<file path="src/rtl/sseq_pkg.sv">
package sseq_pkg;

    typedef enum logic [2:0] {
        PH_INIT = 3'd0,
        PH_DEV  = 3'd1,
        PH_DIAG = 3'd2,
        PH_AZ   = 3'd3,
        PH_NORM = 3'd4
    } phase_e;

    function automatic int unsigned max_of(input int unsigned a, input int unsigned b);
        return (a > b) ? a : b;
    endfunction

endpackage

</file>
<file path="src/rtl/sseq_phase_ctrl.sv">
module sseq_phase_ctrl
    import sseq_pkg::*;
#(
    parameter int unsigned INIT_MSGS = 1,
    parameter int unsigned DEV_MSGS  = 6,
    parameter int unsigned DIAG_MSGS = 4,
    parameter int unsigned AZ_MSGS   = 32,
    parameter int unsigned IDX_W     = 5
) (
    input  logic             clk,
    input  logic             rst,
    input  logic             step,
    input  logic             az_en,
    output phase_e           phase,
    output logic [IDX_W-1:0] idx
);

    localparam logic [IDX_W-1:0] LAST_INIT = IDX_W'(INIT_MSGS - 1);
    localparam logic [IDX_W-1:0] LAST_DEV  = IDX_W'(DEV_MSGS - 1);
    localparam logic [IDX_W-1:0] LAST_DIAG = IDX_W'(DIAG_MSGS - 1);
    localparam logic [IDX_W-1:0] LAST_AZ   = IDX_W'(AZ_MSGS - 1);

    typedef struct packed {
        phase_e           ph;
        logic [IDX_W-1:0] idx;
    } ctrl_t;

    ctrl_t s_d, s_q;
    logic [IDX_W-1:0] last_d;
    phase_e           follow_d;

    always_comb begin
        s_d      = s_q;
        last_d   = '0;
        follow_d = PH_NORM;
        case (s_q.ph)
            PH_INIT: begin last_d = LAST_INIT; follow_d = PH_DEV;  end
            PH_DEV:  begin last_d = LAST_DEV;  follow_d = PH_DIAG; end
            PH_DIAG: begin last_d = LAST_DIAG; follow_d = az_en ? PH_AZ : PH_NORM; end
            PH_AZ:   begin last_d = LAST_AZ;   follow_d = PH_NORM; end
            default: begin last_d = '0;        follow_d = PH_NORM; end
        endcase
        if (step && s_q.ph != PH_NORM) begin
            if (s_q.idx == last_d) begin
                s_d.ph  = follow_d;
                s_d.idx = '0;
            end else begin
                s_d.idx = s_q.idx + 1'b1;
            end
        end
    end

    always_ff @(posedge clk) begin
        if (rst) begin
            s_q <= '{ph: PH_INIT, idx: '0};
        end else begin
            s_q <= s_d;
        end
    end

    assign phase = s_q.ph;
    assign idx   = s_q.idx;

endmodule

</file>
<file path="src/rtl/sseq_msg_mux.sv">
module sseq_msg_mux
    import sseq_pkg::*;
#(
    parameter int unsigned ACC_W    = 10,
    parameter int unsigned SN_BYTES = 4,
    parameter int unsigned IDX_W    = 5
) (
    input  phase_e                 phase,
    input  logic [IDX_W-1:0]       idx,
    input  logic [8*SN_BYTES-1:0]  serial_num,
    input  logic                   sn_written,
    input  logic                   sn_parity,
    input  logic [2:0]             rev_code,
    input  logic [2:0]             vendor_code,
    input  logic [7:0]             user_byte,
    input  logic                   user_bit9,
    input  logic [ACC_W-1:0]       accel,
    input  logic                   st_fail,
    input  logic                   st_en,
    output logic [ACC_W-1:0]       word
);

    localparam logic [IDX_W-1:0] ID_SLOT   = IDX_W'(SN_BYTES);
    localparam logic [IDX_W-1:0] USER_SLOT = IDX_W'(SN_BYTES + 1);

    logic [7:0] sn_byte [SN_BYTES];

    for (genvar b = 0; b < SN_BYTES; b++) begin : g_sn
        assign sn_byte[b] = serial_num[8*b +: 8];
    end

    always_comb begin
        word = '0;
        case (phase)
            PH_DEV: begin
                for (int b = 0; b < SN_BYTES; b++) begin
                    if (idx == IDX_W'(b)) word[7:0] = sn_byte[b];
                end
                if (idx == ID_SLOT) begin
                    word[7:0] = {sn_written, sn_parity, rev_code, vendor_code};
                end
                if (idx == USER_SLOT) begin
                    word[7:0] = user_byte;
                    word[8]   = user_bit9;
                end
            end
            PH_DIAG: word[0] = st_fail & st_en;
            PH_AZ, PH_NORM: word = accel;
            default: word = '0;
        endcase
    end

endmodule

</file>
<file path="src/rtl/sseq_err_track.sv">
module sseq_err_track (
    input  logic clk,
    input  logic rst,
    input  logic set,
    output logic err
);

    logic err_d, err_q;

    always_comb begin
        err_d = err_q | set;
    end

    always_ff @(posedge clk) begin
        if (rst) begin
            err_q <= 1'b0;
        end else begin
            err_q <= err_d;
        end
    end

    assign err = err_q;

endmodule

</file>
<file path="src/rtl/startup_seq.sv">
module startup_seq
    import sseq_pkg::*;
#(
    parameter int unsigned ACC_W     = 10,
    parameter int unsigned SN_BYTES  = 4,
    parameter int unsigned INIT_MSGS = 1,
    parameter int unsigned DIAG_MSGS = 4,
    parameter int unsigned AZ_MSGS   = 32
) (
    input  logic                  clk,
    input  logic                  rst,
    input  logic                  msg_req,
    input  logic                  cfg_settle_en,
    input  logic                  cfg_selftest_en,
    input  logic                  st_fail,
    input  logic [8*SN_BYTES-1:0] serial_num,
    input  logic                  sn_written,
    input  logic                  sn_parity,
    input  logic [2:0]            rev_code,
    input  logic [2:0]            vendor_code,
    input  logic [7:0]            user_byte,
    input  logic                  user_bit9,
    input  logic [ACC_W-1:0]      accel,
    output logic                  msg_valid,
    output logic [ACC_W-1:0]      msg_word,
    output logic [2:0]            msg_phase,
    output logic                  msg_err
);

    localparam int unsigned DEV_MSGS = SN_BYTES + 2;
    localparam int unsigned MAX_MSGS =
        max_of(max_of(max_of(INIT_MSGS, DEV_MSGS), max_of(DIAG_MSGS, AZ_MSGS)), 2);
    localparam int unsigned IDX_W = $clog2(MAX_MSGS);

    typedef struct packed {
        logic             valid;
        phase_e           ph;
        logic [ACC_W-1:0] word;
        logic             err;
    } out_t;

    phase_e           cur_phase;
    logic [IDX_W-1:0] cur_idx;
    logic [ACC_W-1:0] mux_word;
    logic             err_flag;
    logic             err_set;
    out_t             o_d, o_q;

    sseq_phase_ctrl #(
        .INIT_MSGS(INIT_MSGS), .DEV_MSGS(DEV_MSGS), .DIAG_MSGS(DIAG_MSGS),
        .AZ_MSGS(AZ_MSGS), .IDX_W(IDX_W)
    ) u_ctrl (
        .clk(clk), .rst(rst), .step(msg_req), .az_en(cfg_settle_en),
        .phase(cur_phase), .idx(cur_idx)
    );

    sseq_msg_mux #(
        .ACC_W(ACC_W), .SN_BYTES(SN_BYTES), .IDX_W(IDX_W)
    ) u_mux (
        .phase(cur_phase), .idx(cur_idx), .serial_num(serial_num),
        .sn_written(sn_written), .sn_parity(sn_parity), .rev_code(rev_code),
        .vendor_code(vendor_code), .user_byte(user_byte), .user_bit9(user_bit9),
        .accel(accel), .st_fail(st_fail), .st_en(cfg_selftest_en), .word(mux_word)
    );

    assign err_set = msg_req && cur_phase == PH_DIAG && cfg_selftest_en && st_fail;

    sseq_err_track u_err (
        .clk(clk), .rst(rst), .set(err_set), .err(err_flag)
    );

    always_comb begin
        o_d       = o_q;
        o_d.valid = msg_req;
        if (msg_req) begin
            o_d.ph   = cur_phase;
            o_d.word = mux_word;
            o_d.err  = (cur_phase == PH_NORM) && err_flag;
        end
    end

    always_ff @(posedge clk) begin
        if (rst) begin
            o_q <= '{valid: 1'b0, ph: PH_INIT, word: '0, err: 1'b0};
        end else begin
            o_q <= o_d;
        end
    end

    assign msg_valid = o_q.valid;
    assign msg_word  = o_q.word;
    assign msg_phase = o_q.ph;
    assign msg_err   = o_q.err;

endmodule

</file>
<file path="config.mk">
export PLATFORM = sky130hd
export DESIGN_NAME = startup_seq
export DESIGN_NICKNAME = d
export VERILOG_FILES = /design/src/rtl/sseq_pkg.sv /design/src/rtl/sseq_phase_ctrl.sv /design/src/rtl/sseq_msg_mux.sv /design/src/rtl/sseq_err_track.sv /design/src/rtl/startup_seq.sv
export SDC_FILE = /design/constraint.sdc
export NUM_CORES = 1
export LEC_CHECK = 0
export BUFFER_PORTS_ARGS = -buffer_cell sky130_fd_sc_hd__clkbuf_2
export CAP_MARGIN = 10
export CORE_MARGIN = 1.5
export CORE_UTILIZATION = 35
export DETAILED_ROUTE_END_ITERATION = 7
export GPL_TIMING_DRIVEN = 0
export PLACE_DENSITY_LB_ADDON = 0.12
export SYNTH_ARGS = -nofsm -noshare
export SYNTH_HDL_FRONTEND = slang
export SYNTH_SLANG_ARGS = --single-unit
</file>
<file path="constraint.sdc">
create_clock -name clk -period 1.65 [get_ports clk]
set_input_delay 0.165 -clock clk [delete_from_list [all_inputs] [get_ports clk]]
set_output_delay 0.165 -clock clk [all_outputs]
set_load 0.005 [all_outputs]
</file>
==> metrics.md, run 1 <==
| Metric | Value |
|---|---|
| Area leader, netlist | `dfxtp_1` |
| Main area contributors after synthesis | `dfxtp_1, nand2_1, nor2b_1` |
| Avg Cell Area, Syn | `just under 8 um^2` |
| Post-synth top area share | `29.5%` |
| Type of origin of the critical path | `flop` |
| Post-synth ARST share | `0%` |
| CTS Sinks | `24` |
| PwrDens | `1060 nW/um^2` |
| Primary FF master, synth | `dfxtp_1` |
| Hold Path Class | `primary input to flop` |
| Number of iterations in the first detailed-routing pass | `4` |
| Most frequent cells in the layout | `clkbuf_2, nand2_1, dfxtp_1` |
| Mapped Area | `between 1500 and 2000 um^2` |
| Rel. slew slack | `between 60 and 70%` |
| Gate power share | `61.7%` |
| NetSw | `about 1.1 mW` |
| TritonCTS clock tree | `built` |
| Clock slew at reported path FFs | `0.09 ns` |
| Final setup violation count | `1` |
| CTS Buf Count | `3` |
| Pint | `around 1.7 mW` |
| Clock period minus worst slack | `about 1.7 ns` |
| CORE AREA | `between 4000 and 5000 um^2` |
| Crit-path max FO | `5` |
| Cell count after synthesis | `~210` |
| Max Cap Viol | `0` |
| Worst skew pair latency | `about 0.27 ns` |
| Clock network power share | `around 13%` |
| Post-layout net count | `374` |
| Final period util | `101%` |
| Buffers & Inverters on Critical Path | `2` |
| Global route total overflow | `0` |
| Port Buffer Count | `77` |
| Failing checks | `negative setup slack` |
| Count of pins over their slew limit | `0` |
| Outcome | `complete, but fails checks` |
| # rows | `24` |
| Total power | `about 2.8 mW` |
| Max Freq | `roughly 0.6 GHz` |
| Vias per cell | `approximately 5.4` |
| Critical path type | `flop to flop` |
| Worst Hold Slack | `between 0.1 and 0.15 ns` |
| RSZ-0062 raised after global routing | `true` |
| Leak | `approximately 1.1 nW` |
| Switching part of the total | `roughly two fifths` |
| Vias in the first global route | `about 1,800` |
| Initial antenna violation count | `0` |
| Clk_skew | `0.0108 ns` |
| CP max-delay cell | `dfxtp_4` |
| CP peak stage delay | `0.41 ns` |
| Synthesized flop and latch total | `24` |
| Flop pwr share | `25.5%` |
| Drt first-iter violations | `75` |
| First-pass GRT wire length | `between 8000 and 9000 um` |
| GRT Util Overall | `around a fifth` |
| Maximum clock insertion buffer count | `2` |
| P&R area growth vs syn | `61.9%` |
| Die height | `approximately 71 um` |
| EDFF count, synth | `0` |
| Largest net degree at the start of global routing | `14` |
| CP arrival | `1.80 ns` |
| Yosys cell types | `46` |
| Die width | `71.2 um` |
| Fin worst setup slack | `-0.0165 ns` |
| I/O pins | `80` |
| Post-DR wirelength/cell | `15.7 um` |
| Sequential-to-total area share from yosys stat | `29.5%` |
| Fillers | `407` |
| Gpl congestion | `slightly above 0.8` |
| Synth warn | `0` |
| H-tree depth | `1` |
| Mapped Nets | `280` |
| Post-CTS Hold Buffers | `0` |
| VDD IR max | `0.000612 V` |
| DIE AREA | `between 5000 and 6000 um^2` |
| Root buffer cell | `clkbuf_8` |
| DP Wirelength | `3980 um` |
| ANT cells | `0` |
| Top delay family on crit path | `compound AO/OA/AOI/OAI gates` |
| Worst-margin pin slew | `~0.57 ns` |
| Initial Util | `between 30 and 40%` |
| Crit path cell chain | `inv_4, ha_4, nor2b_4, buf_6, a221oi_2, nor3_2, o221ai_1, a31oi_1` |
| Pre-CTS WS | `-0.325 ns` |
| Most common cell after layout, fill and taps aside | `clkbuf_2` |
| Final wirelength | `5590 um` |
| Share of post-route cells with drive strength above 1 | `53.0%` |
| Required time worst endpoint | `1.78 ns` |
| DR vias | `1,940` |
| Final core utilization | `around 60%` |
| Post-route antenna net violation count | `0` |
| # DRC | `0` |
| Final Hold Fails | `0` |
| Crit. End Element | `flop` |
layer usage:
layer,vias up,global-route usage [%],wire length [um]
met3,4,2.95,266
met1,922,29.1,2490
met5,-,0,0
met4,0,4.61,36
li1,963,-,-
met2,51,32.5,2800
repair_timing:
action,in CTS,in global routing
buffers inserted,8,8
gates resized for setup,35,33
setup endpoints to repair,15,18
pin swaps,11,16
gates cloned,1,1
Yosys cell counts, types with 2 or more instances:
cell type and n:
dfxtp_1 24, nand2_1 23, nor3_1 15, o21ai_0 15
a21oi_1 13, clkbuf_1 12, nor2b_1 12, a31oi_1 9
nor2_1 9, inv_1 8, a221oi_1 7, o221ai_1 7
mux2i_1 5, ha_1 4, nand2b_1 4, xnor2_1 4
a211oi_1 3, buf_2 3, nand3_1 3, nand4_1 3
a22oi_1 2, buf_6 2
flip-flops by register name (all words and copies together) (netlist names):
register and flops:
msg_word 10, u_ctrl.idx 5, u_ctrl.phase 3, msg_phase 3, u_err.err 1, msg_err 1
msg_valid 1
path summary, 6_finish.rpt:
check / startpoint / endpoint / slack [ns] / depth (start not counted)
worst min-delay path: accel[3] / msg_word[3]$_SDFFE_PP0P_ / 0.14 / 3
worst max register to register: u_ctrl.idx[0]$_SDFFE_PP0P_ / msg_word[5]$_SDFFE_PP0P_ / -0.02 / 8
worst min register to register: msg_word[9]$_SDFFE_PP0P_ / msg_word[9]$_SDFFE_PP0P_ / 0.47 / 2
worst max-delay path: u_ctrl.idx[0]$_SDFFE_PP0P_ / msg_word[5]$_SDFFE_PP0P_ / -0.02 / 8
power groups by stage:
| stage | combinational (mW) | clock (mW) | sequential (mW) |
|---|---|---|---|
| 6_report | 1.72 | 0.358 | 0.712 |
| 5_1_grt | 1.85 | 0.377 | 0.722 |
| 3_3_place_gp | 1.18 | 0 | 0.713 |
| 2_1_floorplan | 0.875 | 0 | 0.703 |
| 3_5_place_dp | 1.18 | 0 | 0.713 |
| 4_1_cts | 1.44 | 0.358 | 0.696 |
kinds of logic (layout without fill, tap and decap cells):
group	count (synthesis)	in the layout	share of synthesized area, %
simple gates	79	79	25.3
compound gates	67	67	28.3
buf+inv	26	119	7.14
flops	24	24	29.5
mux	6	6	3.99
xor+xnor	5	5	2.69
fa+ha+maj	4	4	3.07
worst min-delay path, stage by stage:
cell	delay [ns]
clkbuf_2	0.08
nand2_1	0.04
a31oi_1	0.06
layout make-up:
type | instances | area (um^2) | area share (%)
clock buffer | 3 | 41.3 | 1.57
tap | 52 | 65.1 | 2.47
multi-input combinational | 161 | 1350 | 51.3
inverter | 8 | 35.0 | 1.33
sequential | 24 | 493 | 18.7
timing repair buffer | 95 | 549 | 20.8
clock inverter | 1 | 3.75 | 0.142
buffer | 12 | 96.3 | 3.65
per-stage QoR:
step	instance area, um^2	TNS [ns]	instances
6_report	2640	-0.0165	356
5_1_grt	2640	-0.336	356
4_1_cts	2400	-0.0526	348
3_5_place_dp	2180	-2.26	340
3_3_place_gp	2180	-2.11	340
2_1_floorplan	1730	-0.00437	211
Note: power is estimated with default switching activity, not from simulation.
==> inputs of run 2 (changes only) <==
--- a/config.mk
+++ b/config.mk
@@ -5,6 +5,7 @@
 export SDC_FILE = /design/constraint.sdc
 export NUM_CORES = 1
 export LEC_CHECK = 0
+export ABC_AREA = 1
 export BUFFER_PORTS_ARGS = -buffer_cell sky130_fd_sc_hd__clkbuf_2
 export CAP_MARGIN = 10
 export CORE_MARGIN = 1.5
==> run 2 against run 1 <==
The run now ends clean; combinational power down 41%; worst hold slack worse by 0.0069 ns; flip-flop and latch count stayed put; clock skew is 0.0029 ns lower; fmax is 10% higher; sequential share of layout area is 2.1 points higher; highest routed layer unchanged.
==> metrics.md, run 2 <==
| Metric | Value |
|---|---|
| Setup TNS | `0 ns (+0.0165 ns)` |
| Vias per cell | `4.92 (-9.7%)` |
| I/O pins | `80 (unchanged)` |
| Clock network power share | `23.3% (+11 points)` |
| List of most frequent post-synthesis cells | `nand2_1, nand3_1, dfxtp_1, inv_1, a21oi_1` |
| Outcome | `finished clean` |
| Area post-placement | `2130 um^2 (-2.2%)` |
| Worst Hold Slack | `0.129 ns (-0.00688 ns)` |
| Rel. slew slack | `70.7% (+8.6 points)` |
| Clk_skew | `0.00792 ns (-0.00292 ns)` |
| Clock slew at reported path FFs | `0.09 ns (about the same)` |
| NetSw | `856 uW (-25%)` |
| Sequential-to-total area share from yosys stat | `28.8% (-0.66 points)` |
| Drt first-iter violations | `87 (+16%)` |
| Reg area | `492 um^2 (-0.25%)` |
| Number of iterations in the first detailed-routing pass | `4 (unchanged)` |
| CORE AREA | `4470 um^2 (+1.4%)` |
| Worst skew pair latency | `0.27 ns (about the same)` |
| Crit-path max FO | `6 (+1)` |
| Area leader, netlist | `dfxtp_1` |
| Largest net degree at the start of global routing | `15 (+1)` |
| R2r endpoint | `msg_word[5]$_SDFFE_PP0P_` |
| Worst R2R Path Depth | `9 (+1)` |
| Post-synth ARST share | `0% (unchanged)` |
| Max Freq | `0.660 GHz (+10%)` |
| Crit path launch | `u_ctrl.idx[0]$_SDFFE_PP0P_` |
| EDFF count, synth | `0 (unchanged)` |
| Hold Crit Depth | `3 (unchanged)` |
| DIE AREA | `5180 um^2 (+2.2%)` |
| Maximum clock insertion buffer count | `2 (unchanged)` |
| Crit. End Element | `flop` |
| Post-route antenna net violation count | `0 (unchanged)` |
| GRT Util Overall | `18.0% (-2.4 points)` |
| Switching part of the total | `38.2% (-2.5 points)` |
| Initial antenna violation count | `0 (unchanged)` |
| Met3 usage in global routing | `3.61% (+0.66 points)` |
| Worst-margin pin slew | `0.440 ns (-0.129 ns)` |
| Final core utilization | `52.7% (-7.0 points)` |
| Cell count after synthesis | `252 (+19%)` |
| Mapped Nets | `321 (+15%)` |
| Final setup violation count | `0 (-1)` |
| First-pass GRT wire length | `7530 um (-11%)` |
| Type of origin of the critical path | `flop` |
| Area of the multi-input gates | `1150 um^2 (-15%)` |
| Global route total overflow | `0 (unchanged)` |
| Die height | `72.0 um (+1.1%)` |
| Leak | `1.16 nW (+7.8%)` |
| Post-layout net count | `409 (+9.4%)` |
| Final instance area | `2360 um^2 (-11%)` |
| # rows | `24 (unchanged)` |
| Post-synth top area share | `28.8% (-0.66 points)` |
| GR peak layer | `met2` |
| DR vias | `1,923 (-0.88%)` |
| Synthesized flop and latch total | `24 (unchanged)` |
| Synth warn | `0 (unchanged)` |
| Final wirelength | `4780 um (-15%)` |
| Share of post-route cells with drive strength above 1 | `41.9% (-11 points)` |
| Post-CTS Hold Buffers | `0 (unchanged)` |
| P&R area growth vs syn | `41.6%` |
| Primary FF master, synth | `dfxtp_1` |
| Max Cap Viol | `0 (unchanged)` |
| H-tree depth | `1 (unchanged)` |
| Die width | `72.0 um (+1.1%)` |
| TritonCTS clock tree | `built` |
| Fillers | `479 (+18%)` |
| Final Hold Fails | `0 (unchanged)` |
| R2R Path Start | `u_ctrl.idx[0]$_SDFFE_PP0P_` |
| Avg Cell Area, Syn | `6.61 um^2 (-14%)` |
| Initial Util | `37.2% (+0.34 points)` |
| Reg-to-reg slack, setup | `0.14 ns (+0.15 ns)` |
| Pint | `1.39 mW (-16%)` |
| ANT cells | `0 (unchanged)` |
| Global routing usage on met1 | `23.3% (-5.8 points)` |
| Critical path type | `flop to flop` |
| Crit path to | `msg_word[5]$_SDFFE_PP0P_` |
| DP Wirelength | `3710 um (-6.8%)` |
| Pre-CTS WS | `-0.110 ns (+0.215 ns)` |
| Placed insts | `383 (+13%)` |
| Count of pins over their slew limit | `0 (unchanged)` |
| Fin worst setup slack | `0.135 ns (+0.152 ns)` |
| Met2 usage | `30.7% (-1.9 points)` |
| Yosys cell types | `32 (-30%)` |
| CTS Buf Count | `3 (unchanged)` |
| Main area contributors after synthesis | `dfxtp_1, nand3_1, nand2_1` |
| CTS Sinks | `24 (unchanged)` |
| Required time worst endpoint | `1.81 ns (+0.03 ns)` |
| Port Buffer Count | `79 (+2.6%)` |
| Root buffer cell | `clkbuf_8` |
| Hold Path Class | `primary input to flop` |
| CP arrival | `1.67 ns (-0.13 ns)` |
| Final period util | `91.8% (-9.2 points)` |
| RSZ-0062 raised after global routing | `true` |
| Total power | `2.24 mW (-20%)` |
| VDD IR max | `0.000605 V (-1.3%)` |
| Gate power share | `45.1% (-17 points)` |
| Top-count cell post-synth | `nand2_1` |
| Clock period minus worst slack | `1.51 ns (-0.152 ns)` |
| Most frequent cells in the layout | `clkbuf_2, nand2_1, nand3_1` |
| PwrDens | `951 nW/um^2 (-10%)` |
| Vias in the first global route | `1,769 (-0.90%)` |
| Non-filler instance count after layout | `391 (+9.8%)` |
| # DRC | `0 (unchanged)` |
| Gpl congestion | `0.817 (-1.7%)` |
| Largest register FFs | `10 (unchanged)` |
| Most common cell after layout, fill and taps aside | `clkbuf_2` |
| Mapped Area | `1670 um^2 (+2.3%)` |
| Post-DR wirelength/cell | `12.2 um (-22%)` |
| Flop pwr share | `31.6% (+6.1 points)` |
## run 2: changes by cell type after synthesis, moves of 8 or more
cell / change
nor2b_1: -12
a21oi_1: +8
a31oi_1: -9
nand2_1: +24
inv_1: +15
nand3_1: +42
clkbuf_1: -11
nor3_1: -13
or2_2: +9
## run 2: worst min-delay path by stage
stage | from | end | slack, ns
floorplan | rst | msg_word[0]$_SDFFE_PP0P_ | 0.23
global placement | accel[9] | msg_word[9]$_SDFFE_PP0P_ | 0.41
detailed placement | accel[9] | msg_word[9]$_SDFFE_PP0P_ | 0.41
CTS | accel[9] | msg_word[9]$_SDFFE_PP0P_ | 0.12
global route | accel[9] | msg_word[9]$_SDFFE_PP0P_ | 0.14
finish | accel[9] | msg_word[9]$_SDFFE_PP0P_ | 0.13
## run 2: critical path: stages, from the launching register on
cell	delay [ns]
dfxtp_4	0.39
inv_4	0.09
ha_4	0.16
nand3_4	0.09
buf_6	0.14
or2_0	0.18
nand3_1	0.09
nand3_1	0.08
nand3_1	0.10
a21oi_1	0.07
## run 2: cell type report
cell class,count,area share [%]
Buffer,5,1.54
Clock buffer,3,1.75
Clock inverter,1,1.27
Inverter,31,5.36
Multi-Input combinational cell,192,48.6
Sequential cell,24,20.8
Tap cell,52,2.76
Timing Repair Buffer,83,17.9
## run 2: power groups by stage
stage,registers [mW],logic (mW),clock network (mW)
after global placement,0.703,0.912,0
final,0.709,1.01,0.522
after CTS,0.692,0.925,0.535
after global routing,0.718,1.15,0.562
after detailed placement,0.702,0.909,0
after floorplan,0.694,0.645,0
## run 2: kinds of logic (layout without fill, tap and decap cells)
kind of cell               after synthesis  after routing  share of synthesized area, %
buffers and inverters                   36            123                          9.16
adders and majority gates                4              4                          3.00
xor gates and xnor gates                 3              3                          1.58
DFF                                     24             24                          28.8
and+or+nand+nor                        134            134                          39.9
AOI/OAI and AO/OA                       51             51                          17.6
## run 2: timing repair
| action | 4_1_cts | 5_1_grt |
|---|---|---|
| gates resized for setup | 7 | 29 |
| endpoints found under the setup margin | 9 | 15 |
| pin swaps | 0 | 8 |
| cloned | 0 | 1 |
| buffers inserted | 0 | 3 |
## run 2: layer usage
metal	part of all wire (%)	vias to the layer above
li1	-	1030
met1	48	837
met2	46	54
met3	5.5	2
met5	0	-
met4	0.33	0
